[src/rtl/addr_latch_pkg.sv]
package addr_latch_pkg;
  typedef enum logic [1:0] {
    MODE_WRITE = 2'd0,
    MODE_HOLD  = 2'd1,
    MODE_CLEAR = 2'd2,
    MODE_DEMUX = 2'd3
  } latch_mode_e;
endpackage

[src/rtl/alatch_rst_sync.sv]
module alatch_rst_sync #(
  parameter int STAGES = 2
) (
  input  logic clk,
  input  logic rst_n,
  output logic rst_ok_n
);
  logic [STAGES-1:0] sync_q;
  logic [STAGES-1:0] sync_d;

  always_comb begin
    sync_d = {sync_q[STAGES-2:0], 1'b1};
  end

  always_ff @(posedge clk or negedge rst_n) begin
    if (!rst_n) sync_q <= '0;
    else        sync_q <= sync_d;
  end

  assign rst_ok_n = sync_q[STAGES-1];
endmodule

[src/rtl/alatch_mode_dec.sv]
module alatch_mode_dec
  import addr_latch_pkg::*;
(
  input  logic        rst_ok_n,
  input  logic        clr_req,
  input  logic        wr_inhibit,
  output latch_mode_e mode
);
  always_comb begin
    if (!rst_ok_n) begin
      mode = MODE_HOLD;
    end else begin
      unique case ({clr_req, wr_inhibit})
        2'b00:   mode = MODE_WRITE;
        2'b01:   mode = MODE_HOLD;
        2'b11:   mode = MODE_CLEAR;
        default: mode = MODE_DEMUX;
      endcase
    end
  end
endmodule

[src/rtl/alatch_onehot.sv]
module alatch_onehot #(
  parameter int WIDTH = 8,
  localparam int AW = $clog2(WIDTH)
) (
  input  logic [AW-1:0]    addr,
  output logic [WIDTH-1:0] sel
);
  for (genvar i = 0; i < WIDTH; i++) begin : g_sel
    assign sel[i] = (addr == AW'(i));
  end
endmodule

[src/rtl/alatch_store.sv]
module alatch_store
  import addr_latch_pkg::*;
#(
  parameter int WIDTH = 8
) (
  input  logic             clk,
  input  logic             rst_ok_n,
  input  latch_mode_e      mode,
  input  logic [WIDTH-1:0] sel,
  input  logic             din,
  output logic [WIDTH-1:0] stored
);
  logic [WIDTH-1:0] bit_d;
  logic [WIDTH-1:0] bit_en;

  for (genvar i = 0; i < WIDTH; i++) begin : g_bit
    always_comb begin
      bit_en[i] = 1'b0;
      bit_d[i]  = stored[i];
      unique case (mode)
        MODE_WRITE: begin
          bit_en[i] = sel[i];
          bit_d[i]  = din;
        end
        MODE_CLEAR: begin
          bit_en[i] = 1'b1;
          bit_d[i]  = 1'b0;
        end
        MODE_DEMUX: begin
          bit_en[i] = 1'b1;
          bit_d[i]  = sel[i] & din;
        end
        default: begin
          bit_en[i] = 1'b0;
          bit_d[i]  = stored[i];
        end
      endcase
    end

    always_ff @(posedge clk or negedge rst_ok_n) begin
      if (!rst_ok_n)      stored[i] <= 1'b0;
      else if (bit_en[i]) stored[i] <= bit_d[i];
    end
  end
endmodule

[src/rtl/addr_latch8.sv]
module addr_latch8
  import addr_latch_pkg::*;
#(
  parameter int WIDTH = 8,
  localparam int AW = $clog2(WIDTH)
) (
  input  logic             clk,
  input  logic             rst_n,
  input  logic             din,
  input  logic [AW-1:0]    addr,
  input  logic             wr_inhibit,
  input  logic             clr_req,
  output logic [WIDTH-1:0] q
);
  logic             rst_ok_n;
  latch_mode_e      mode;
  logic [WIDTH-1:0] sel;
  logic [WIDTH-1:0] stored;
  logic [WIDTH-1:0] demux_pat;

  alatch_rst_sync #(.STAGES(2)) rst_sync_i (
    .clk(clk), .rst_n(rst_n), .rst_ok_n(rst_ok_n)
  );

  alatch_mode_dec mode_dec_i (
    .rst_ok_n(rst_ok_n), .clr_req(clr_req), .wr_inhibit(wr_inhibit), .mode(mode)
  );

  alatch_onehot #(.WIDTH(WIDTH)) onehot_i (
    .addr(addr), .sel(sel)
  );

  alatch_store #(.WIDTH(WIDTH)) store_i (
    .clk(clk), .rst_ok_n(rst_ok_n), .mode(mode), .sel(sel), .din(din), .stored(stored)
  );

  always_comb begin
    demux_pat = sel & {WIDTH{din}};
    q = (mode == MODE_DEMUX) ? demux_pat : stored;
  end

  // only the addressed stored bit may change, and it takes the data
  assert_write_addressed_R1: assert property (@(posedge clk) disable iff (!rst_ok_n)
    (mode == MODE_WRITE) |=> (stored[$past(addr)] == $past(din)) &&
                             ($countones(stored ^ $past(stored)) <= 1));

  assert_hold_stable_R2: assert property (@(posedge clk) disable iff (!rst_ok_n)
    (mode == MODE_HOLD) |=> $stable(stored));

  assert_clear_all_R3: assert property (@(posedge clk) disable iff (!rst_ok_n)
    (mode == MODE_CLEAR) |=> (stored == '0));

  assert_demux_out_R4: assert property (@(posedge clk) disable iff (!rst_ok_n)
    (mode == MODE_DEMUX) |-> (q[addr] == din) && ($countones(q) <= 1));

  assert_demux_capture_R5: assert property (@(posedge clk) disable iff (!rst_ok_n)
    (mode == MODE_DEMUX) |=>
      (stored == ($past(din) ? ({{(WIDTH-1){1'b0}}, 1'b1} << $past(addr)) : '0)));

  assert_reset_zero_R6: assert property (@(posedge clk)
    (!rst_n) |-> (q == '0));

  assert_reads_store_R8: assert property (@(posedge clk) disable iff (!rst_ok_n)
    (mode != MODE_DEMUX) |-> (q == stored));
endmodule

[config.mk]
export PLATFORM = sky130hd
export DESIGN_NAME = addr_latch8
export DESIGN_NICKNAME = d
export VERILOG_FILES = /design/src/rtl/addr_latch_pkg.sv /design/src/rtl/alatch_rst_sync.sv /design/src/rtl/alatch_mode_dec.sv /design/src/rtl/alatch_onehot.sv /design/src/rtl/alatch_store.sv /design/src/rtl/addr_latch8.sv
export SDC_FILE = /design/constraint.sdc
export NUM_CORES = 1
export LEC_CHECK = 0
export BUFFER_PORTS_ARGS = -buffer_cell sky130_fd_sc_hd__buf_4
export CAP_MARGIN = 20
export CORE_MARGIN = 2
export CORE_UTILIZATION = 50
export DETAILED_ROUTE_END_ITERATION = 10
export PLACE_DENSITY = 0.68
export SLEW_MARGIN = 10
export SYNTH_ARGS = -nofsm -noshare
export SYNTH_HDL_FRONTEND = slang
export SYNTH_HIERARCHICAL = 1
export SYNTH_SLANG_ARGS = --single-unit
[constraint.sdc]
create_clock -name clk -period 4.23 [get_ports clk]
set_clock_uncertainty 0.2 [all_clocks]
set_input_delay 0.423 -clock clk [delete_from_list [all_inputs] [get_ports clk]]
set_output_delay 0.423 -clock clk [all_outputs]
set_load 0.05 [all_outputs]
==> results of run 1 <==
==> registers in the layout, indices dropped and copies added (netlist names) <==
| register | count |
|---|---|
| store_i/stored | 8 |
| rst_sync_i/sync_q | 2 |
==> cell usage in the layout (no fill, tap or decap), types with 2 or more instances in the layout <==
cell type and count:
o21ai_2 8, and3b_2 3, ha_1 2, inv_1 9
or3b_1 8, nand4_1 24, nand4bb_1 8, dlygate4sd3_1 2
nor3b_1 3, buf_4 15, nand3b_1 8, dfrtp_1 10
clkbuf_4 3
==> worst paths after layout <==
| kind | startpoint | endpoint | slack (ps) |
|---|---|---|---|
| max | wr_inhibit | q[2] | 1390 |
| min | rst_sync_i/sync_q[0]$_DFF_PN0_ | rst_sync_i/sync_q[1]$_DFF_PN0_ | 160 |
| max reg2reg | rst_sync_i/sync_q[1]$_DFF_PN0_ | store_i/stored[0]$_DFFE_PN0P_ | 2290 |
| min reg2reg | rst_sync_i/sync_q[0]$_DFF_PN0_ | rst_sync_i/sync_q[1]$_DFF_PN0_ | 160 |
| max in group asynchronous | rst_sync_i/sync_q[1]$_DFF_PN0_ | store_i/stored[2]$_DFFE_PN0P_ | 2950 |
| min in group asynchronous | rst_n | rst_sync_i/sync_q[1]$_DFF_PN0_ | 290 |
==> worst max-delay path, stage by stage <==
cell and delay (ps):
buf_4 110, inv_1 50, ha_1 130, o21a_1 820, and2_4 400, o21ai_2 80
buf_4 190
==> power by group through the flow <==
stage	Sequential, mW	Clock [mW]	Combinational, mW
2_1_floorplan	0.129	0	0.170
3_3_place_gp	0.133	0	0.211
3_5_place_dp	0.134	0	0.215
4_1_cts	0.131	0.0690	0.219
5_1_grt	0.133	0.0713	0.233
6_report	0.131	0.0653	0.218
==> what timing repair did <==
action / CTS / global route
endpoints found under the hold margin: 10 / 0
hold buffers: 2 / 0
gates resized for setup: 0 / 0
==> metrics by stage <==
step | worst slack [ps] | instance area, µm² | util | power [mW]
CTS | 1430 | 1020 | 0.593 | 0.418
global route | 1240 | 1020 | 0.593 | 0.438
finish | 1390 | 1020 | 0.593 | 0.414
global placement | 1490 | 982 | 0.569 | 0.344
detailed placement | 1450 | 982 | 0.569 | 0.349
floorplan | 1890 | 917 | - | 0.299
==> logic make-up (layout without fill, tap and decap cells) <==
group	count (synthesis)	count (layout)
other	1	1
DFF	10	10
adders and majority gates	2	2
and+or+nand+nor	58	58
AOI/OAI and AO/OA	9	9
buffers and inverters	19	29
==> area by class of cell <==
| cell class | instances | area share |
|---|---|---|
| Clock buffer | 3 | 0.0220 |
| Inverter | 9 | 0.0330 |
| Tap cell | 25 | 0.0305 |
| Multi-Input combinational cell | 70 | 0.541 |
| Timing Repair Buffer | 17 | 0.129 |
| Sequential cell | 10 | 0.244 |
==> layer usage <==
layer	routed length (µm)	vias up	global-route usage
met4	19	0	0.0833
met5	0	-	0
met2	864	14	0.307
met1	932	379	0.264
li1	-	400	-
met3	80	2	0.0462
==> impl_metrics.csv, run 1 <==
group,metric,value,unit
worst_setup_path,cp_max_fo,41,
power,pwr-share-seq,0.316,
synthesis,syn_inst,99,
worst_setup_path,worstPathArrival,2210,ps
synthesis,synth_compound_area_frac,0.0846,
sta,clock.fmax,0.352,GHz
worst_setup_path,rr_worst_depth,3,
drt,post_drt_wl_per_cell,14.2,µm
synthesis,avgSynthCellArea,9.26,µm²
synthesis,synth_top_family_by_area,"simple AND/OR/NAND/NOR gates",
cts,insertion_delay,260,ps
finish,multi_input_area,554,µm²
cts,cts_made_buffers,3,
sta,timing.slew.headroom,0.288,
sta,hold_ws,161,ps
floorplan,die_w,46.8,µm
sta,tightest_slew,1070,ps
cts,clockBufferDepth,2,
power,clkPwrFrac,0.158,
drt,postRouteAntennaNets,0,
min_path,holdPathStages,0,
drt,detail_route.vias_per_cell,5.93,
drt,wl,1900,µm
global_routing,grtUsageTotal,0.198,
synthesis,synth_commonest_cells,"24 x nand4_1, 10 x dfrtp_1, 9 x inv_1",
finish,fin_nets,121,
global_routing,grt_max_degree,42,
sta,setup_tns,0,ps
global_routing,grt_antenna_before_repair,0,
floorplan,die_h,46.8,µm
floorplan,core,1730,µm²
finish,fillers,155,
floorplan,die_area,2190,µm²
synthesis,yosysWarnings,6,
placement,finalWeightedCongestion,0.743,
cts,post-cts-setup-buffer-count,0,
power,p_sw,183,µW
drt,drc,0,
cts,cts.htree.levels,1,
cts,cts_tree,"yes",
worst_setup_path,required,3610,ps
cts,root_buffer,"clkbuf_4",
synthesis,synthTopCellsByArea,"dfrtp_1 27%, nand4_1 16%, nand4bb_1 9.8%",
finish,ff_latch_area,250,µm²
sta,finalSetupViolations,0,
worst_setup_path,path_class,"input port to primary output",
sta,finalCritPeriodShare,0.671,
global_routing,grt.overflow.total,0,
synthesis,syn_area,917,µm²
synthesis,synth-xor-area-share,0,
finish,drive_above_1_share,0.284,
synthesis,yosys.area_share.simple,0.488,
sta,drv_slew,0,
sta,rsz0062_at_grt,"no",
power,switching_share,0.443,
power,vdd_ir_drop_max,0.000269,V
synthesis,yosys.area.top_type,"dfrtp_1",
global_routing,grt_pass1_vias,669,
floorplan,num_rows,15,
placement,hpwl,1200,µm
finish,antenna_cells,0,
drt,drtPass1Iterations,5,
floorplan,io_pins,16,
power,p_comb_frac,0.526,
global_routing,grt_pass1_wl,3020,µm
drt,drtIter0Drc,4,
synthesis,synth_nets,109,
finish,fin_cells,134,
synthesis,synth_top_cell_area_share,0.273,
synthesis,synth_most_common_cell,"nand4_1",
synthesis,synth_edf_count,0,
outcome,outcome,"completed",
worst_setup_path,critPathLaunchType,"input port",
drt,vias,795,
cts,cts_num_sinks,10,
floorplan,start_util,0.531,
placement,place_inst,129,
synthesis,muxShareOfSynthArea,0,
flow_run,maxCapViolCount,0,
finish,syn2layout_area_growth,11.7,%
synthesis,seq_area_frac_synth,0.273,
synthesis,ys.flop_type,"dfrtp_1",
synthesis,synth_seq_cells,10,
synthesis,synth_cell_types,20,
synthesis,async_flop_share,1.00,
synthesis,synth_adder_area_share,0.0273,
sta,fin_crit,2840,ps
placement,numPortBuffers,15,
power,leakagePower,0.440,nW
sta,hold_viol,0,
worst_setup_path,end_kind,"primary output",
power,powerDensity,404,nW/µm²
min_path,hold_path_class,"flop to flop",
power,p_int,231,µW
cts,clk_pin_slew_worst_paths,60,ps
No activity file was read; power rests on OpenSTA's default activity.
==> run 2: changes to the inputs <==
--- a/config.mk
+++ b/config.mk
@@ -5,10 +5,11 @@
 export SDC_FILE = /design/constraint.sdc
 export NUM_CORES = 1
 export LEC_CHECK = 0
+export ABC_AREA = 1
 export BUFFER_PORTS_ARGS = -buffer_cell sky130_fd_sc_hd__buf_4
 export CAP_MARGIN = 20
 export CORE_MARGIN = 2
-export CORE_UTILIZATION = 50
+export CORE_UTILIZATION = 46
 export DETAILED_ROUTE_END_ITERATION = 10
 export PLACE_DENSITY = 0.68
 export SLEW_MARGIN = 10
==> constraint.sdc (replaced) <==
create_clock -name clk -period 2.6 [get_ports clk]
set_clock_uncertainty 0.2 [all_clocks]
set_input_delay 0.26 -clock clk [delete_from_list [all_inputs] [get_ports clk]]
set_output_delay 0.26 -clock clk [all_outputs]
set_load 0.05 [all_outputs]
==> run 2 against run 1 <==
Net effect: worst setup slack got worse by 920 ps; critical path depth is 2 lower; worst hold slack worse by 110 ps; sequential cell count did not move; sequential share of layout area grew 4.4 points; global-route usage up 0.43 points; synthesized cell count grew 14%; critical endpoint is now q[0]; largest cell class unchanged; largest power group is now registers; highest routed layer unchanged.
==> impl_metrics.csv, run 2 <==
group,metric,value,unit
outcome,outcome,"completed",
sta,setup_tns,0,ps
power,vdd_ir_drop_max,0.000311,V
sta,hold_viol,0,
drt,postRouteAntennaNets,0,
sta,finalSetupViolations,0,
finish,regMostFlops,"store_i/stored",
synthesis,synth_cell_types,14,
floorplan,num_rows,14,
synthesis,synthTopCellsByArea,"dfrtp_1 35%, nand2_1 25%, nand3_1 11%",
worst_setup_path,worstPathArrival,1660,ps
finish,antenna_cells,0,
global_routing,grt_antenna_before_repair,0,
synthesis,synth-xor-area-share,0,
placement,hpwl,1120,µm
global_routing,grt_pass1_vias,680,
drt,post_drt_wl_per_cell,10.9,µm
cts,cts_made_buffers,3,
global_routing,grt_pass1_wl,2820,µm
global_routing,grt.overflow.total,0,
worst_setup_path,critPathLaunchType,"flop",
synthesis,synth_seq_cells,10,
cts,root_buffer,"clkbuf_4",
synthesis,yosysWarnings,6,
global_routing,grt_max_degree,17,
cts,clk_pin_slew_worst_paths,70,ps
cts,cts.htree.levels,1,
placement,numPortBuffers,15,
sta,hold_ws,55.4,ps
synthesis,yosys.area.top_type,"dfrtp_1",
drt,vias,731,
drt,drc,0,
min_path,hold_path_class,"flop to asynchronous set/reset pin",
floorplan,die_w,43.2,µm
flow_run,maxCapViolCount,0,
sta,rsz0062_at_grt,"no",
finish,reg_top3,"store_i/stored: 8 flops, rst_sync_i/sync_q: 2 flops",
finish,final_common_cell,"nand2_1",
synthesis,synth_edf_count,0,
synthesis,synth_top_family_by_area,"simple AND/OR/NAND/NOR gates",
synthesis,avgSynthCellArea,6.26,µm²
finish,syn2layout_area_growth,23.0,%
synthesis,yosys.area_share.simple,0.425,
synthesis,synth_compound_area_frac,0.0673,
synthesis,synth_commonest_cells,"47 x nand2_1, 16 x nand3_1, 12 x inv_1",
floorplan,core,1470,µm²
global_routing,grtUsageTotal,0.202,
finish,largest_reg_flops,8,
worst_setup_path,path_class,"flop to primary output",
power,leakagePower,0.510,nW
sta,drv_slew,0,
drt,detail_route.vias_per_cell,4.97,
cts,cts_tree,"yes",
cts,clockBufferDepth,2,
cts,cts-resized-gates,0,
drt,drtIter0Drc,26,
power,powerDensity,512,nW/µm²
worst_setup_path,end_kind,"primary output",
worst_setup_path,reg2reg_slack,1070,ps
finish,final_cell_mix,"47 x nand2_1, 16 x buf_4, 16 x nand3_1",
synthesis,ys.flop_type,"dfrtp_1",
synthesis,seq_area_frac_synth,0.354,
floorplan,die_area,1870,µm²
floorplan,start_util,0.480,
synthesis,synth_nets,123,
synthesis,syn_inst,113,
sta,fin_crit,2120,ps
finish,fin_nets,142,
worst_setup_path,worstReg2RegStart,"rst_sync_i/sync_q[1]$_DFF_PN0_",
worst_setup_path,cp_max_fo,16,
cts,insertion_delay,270,ps
worst_setup_path,rr_worst_depth,6,
worst_setup_path,reg2reg_to,"store_i/stored[1]$_DFFE_PN0P_",
finish,fin_cells,147,
drt,wl,1600,µm
finish,drive_above_1_share,0.198,
sta,finalCritPeriodShare,0.817,
cts,cts_num_sinks,10,
synthesis,synth_most_common_cell,"nand2_1",
synthesis,synth_top_cell_area_share,0.354,
drt,drtPass1Iterations,4,
synthesis,async_flop_share,1.00,
floorplan,io_pins,16,
synthesis,syn_area,707,µm²
worst_setup_path,required,2140,ps
placement,place_inst,142,
placement,finalWeightedCongestion,0.823,
synthesis,muxShareOfSynthArea,0,
synthesis,synth_adder_area_share,0.0354,
floorplan,die_h,43.2,µm
sta,clock.fmax,0.471,GHz
run 2: cell count changes after synthesis, moves of 6 or more:
cell       previous run  this run
nand2_1               1        47
o21ai_2               8         2
or3b_1                8         0
o21ai_0               0         6
nand3_1               0        16
nor2_1                0        10
nand3b_1              8         0
nand4_1              24         0
nand4bb_1             8         0
run 2: per-layer routing:
layer / GRT usage / wire [µm] / vias up
li1: - / - / 383
met1: 0.275 / 769 / 319
met2: 0.287 / 698 / 25
met3: 0.0426 / 90 / 4
met4: 0.127 / 42 / 0
met5: 0 / 0 / -
run 2: repair_timing:
item | 4_1_cts | 5_1_grt
hold buffers | 1 | 0
buffers inserted | 0 | 0
endpoints found under the hold margin | 2 | 0
run 2: critical path, cell delays in order, from the launching register on:
cell     delay, ps
dfrtp_1        400
inv_1           60
nor2_1         220
nand2_2        240
o21ai_0        240
buf_4          230
run 2: layout make-up:
| type | count | area [µm²] |
|---|---|---|
| inverter | 15 | 56.3 |
| sequential | 10 | 250 |
| timing repair buffer | 17 | 130 |
| clock buffer | 4 | 36.3 |
| tap | 16 | 20.0 |
| fill | 153 | 602 |
| multi-input combinational | 85 | 377 |
run 2: cell families (layout without fill, tap and decap cells):
group                      Yosys count  after routing
AOI/OAI and AO/OA                    8              8
buffers and inverters               18             36
and+or+nand+nor                     74             74
adders and majority gates            2              2
other                                1              1
DFF                                 10             10
run 2: worst max-delay path by stage:
stage,from,end,cells after the start
finish,rst_sync_i/sync_q[1]$_DFF_PN0_,q[0],5
global route,rst_sync_i/sync_q[1]$_DFF_PN0_,q[0],5
CTS,rst_sync_i/sync_q[1]$_DFF_PN0_,q[0],5
detailed placement,wr_inhibit,q[0],8
global placement,wr_inhibit,q[7],8
floorplan,rst_sync_i/sync_q[1]$_DFF_PN0_,q[0],4
run 2: power breakdown:
part	leakage [nW]	switching [mW]	internal [mW]	total (mW)
clock	0.0210	0.0581	0.0851	0.143
sequential	0.132	0.00658	0.167	0.174
combinational	0.357	0.0888	0.0397	0.128
run 2: through the flow:
| stage | total power, mW | utilization | setup slack, ps | instance area [µm²] |
|---|---|---|---|---|
| after floorplan | 0.267 | - | 118 | 707 |
| after global placement | 0.304 | 0.560 | 661 | 823 |
| after detailed placement | 0.304 | 0.560 | 650 | 823 |
| after CTS | 0.451 | 0.591 | 474 | 870 |
| after global routing | 0.473 | 0.591 | 279 | 870 |
| final | 0.446 | 0.591 | 476 | 870 |
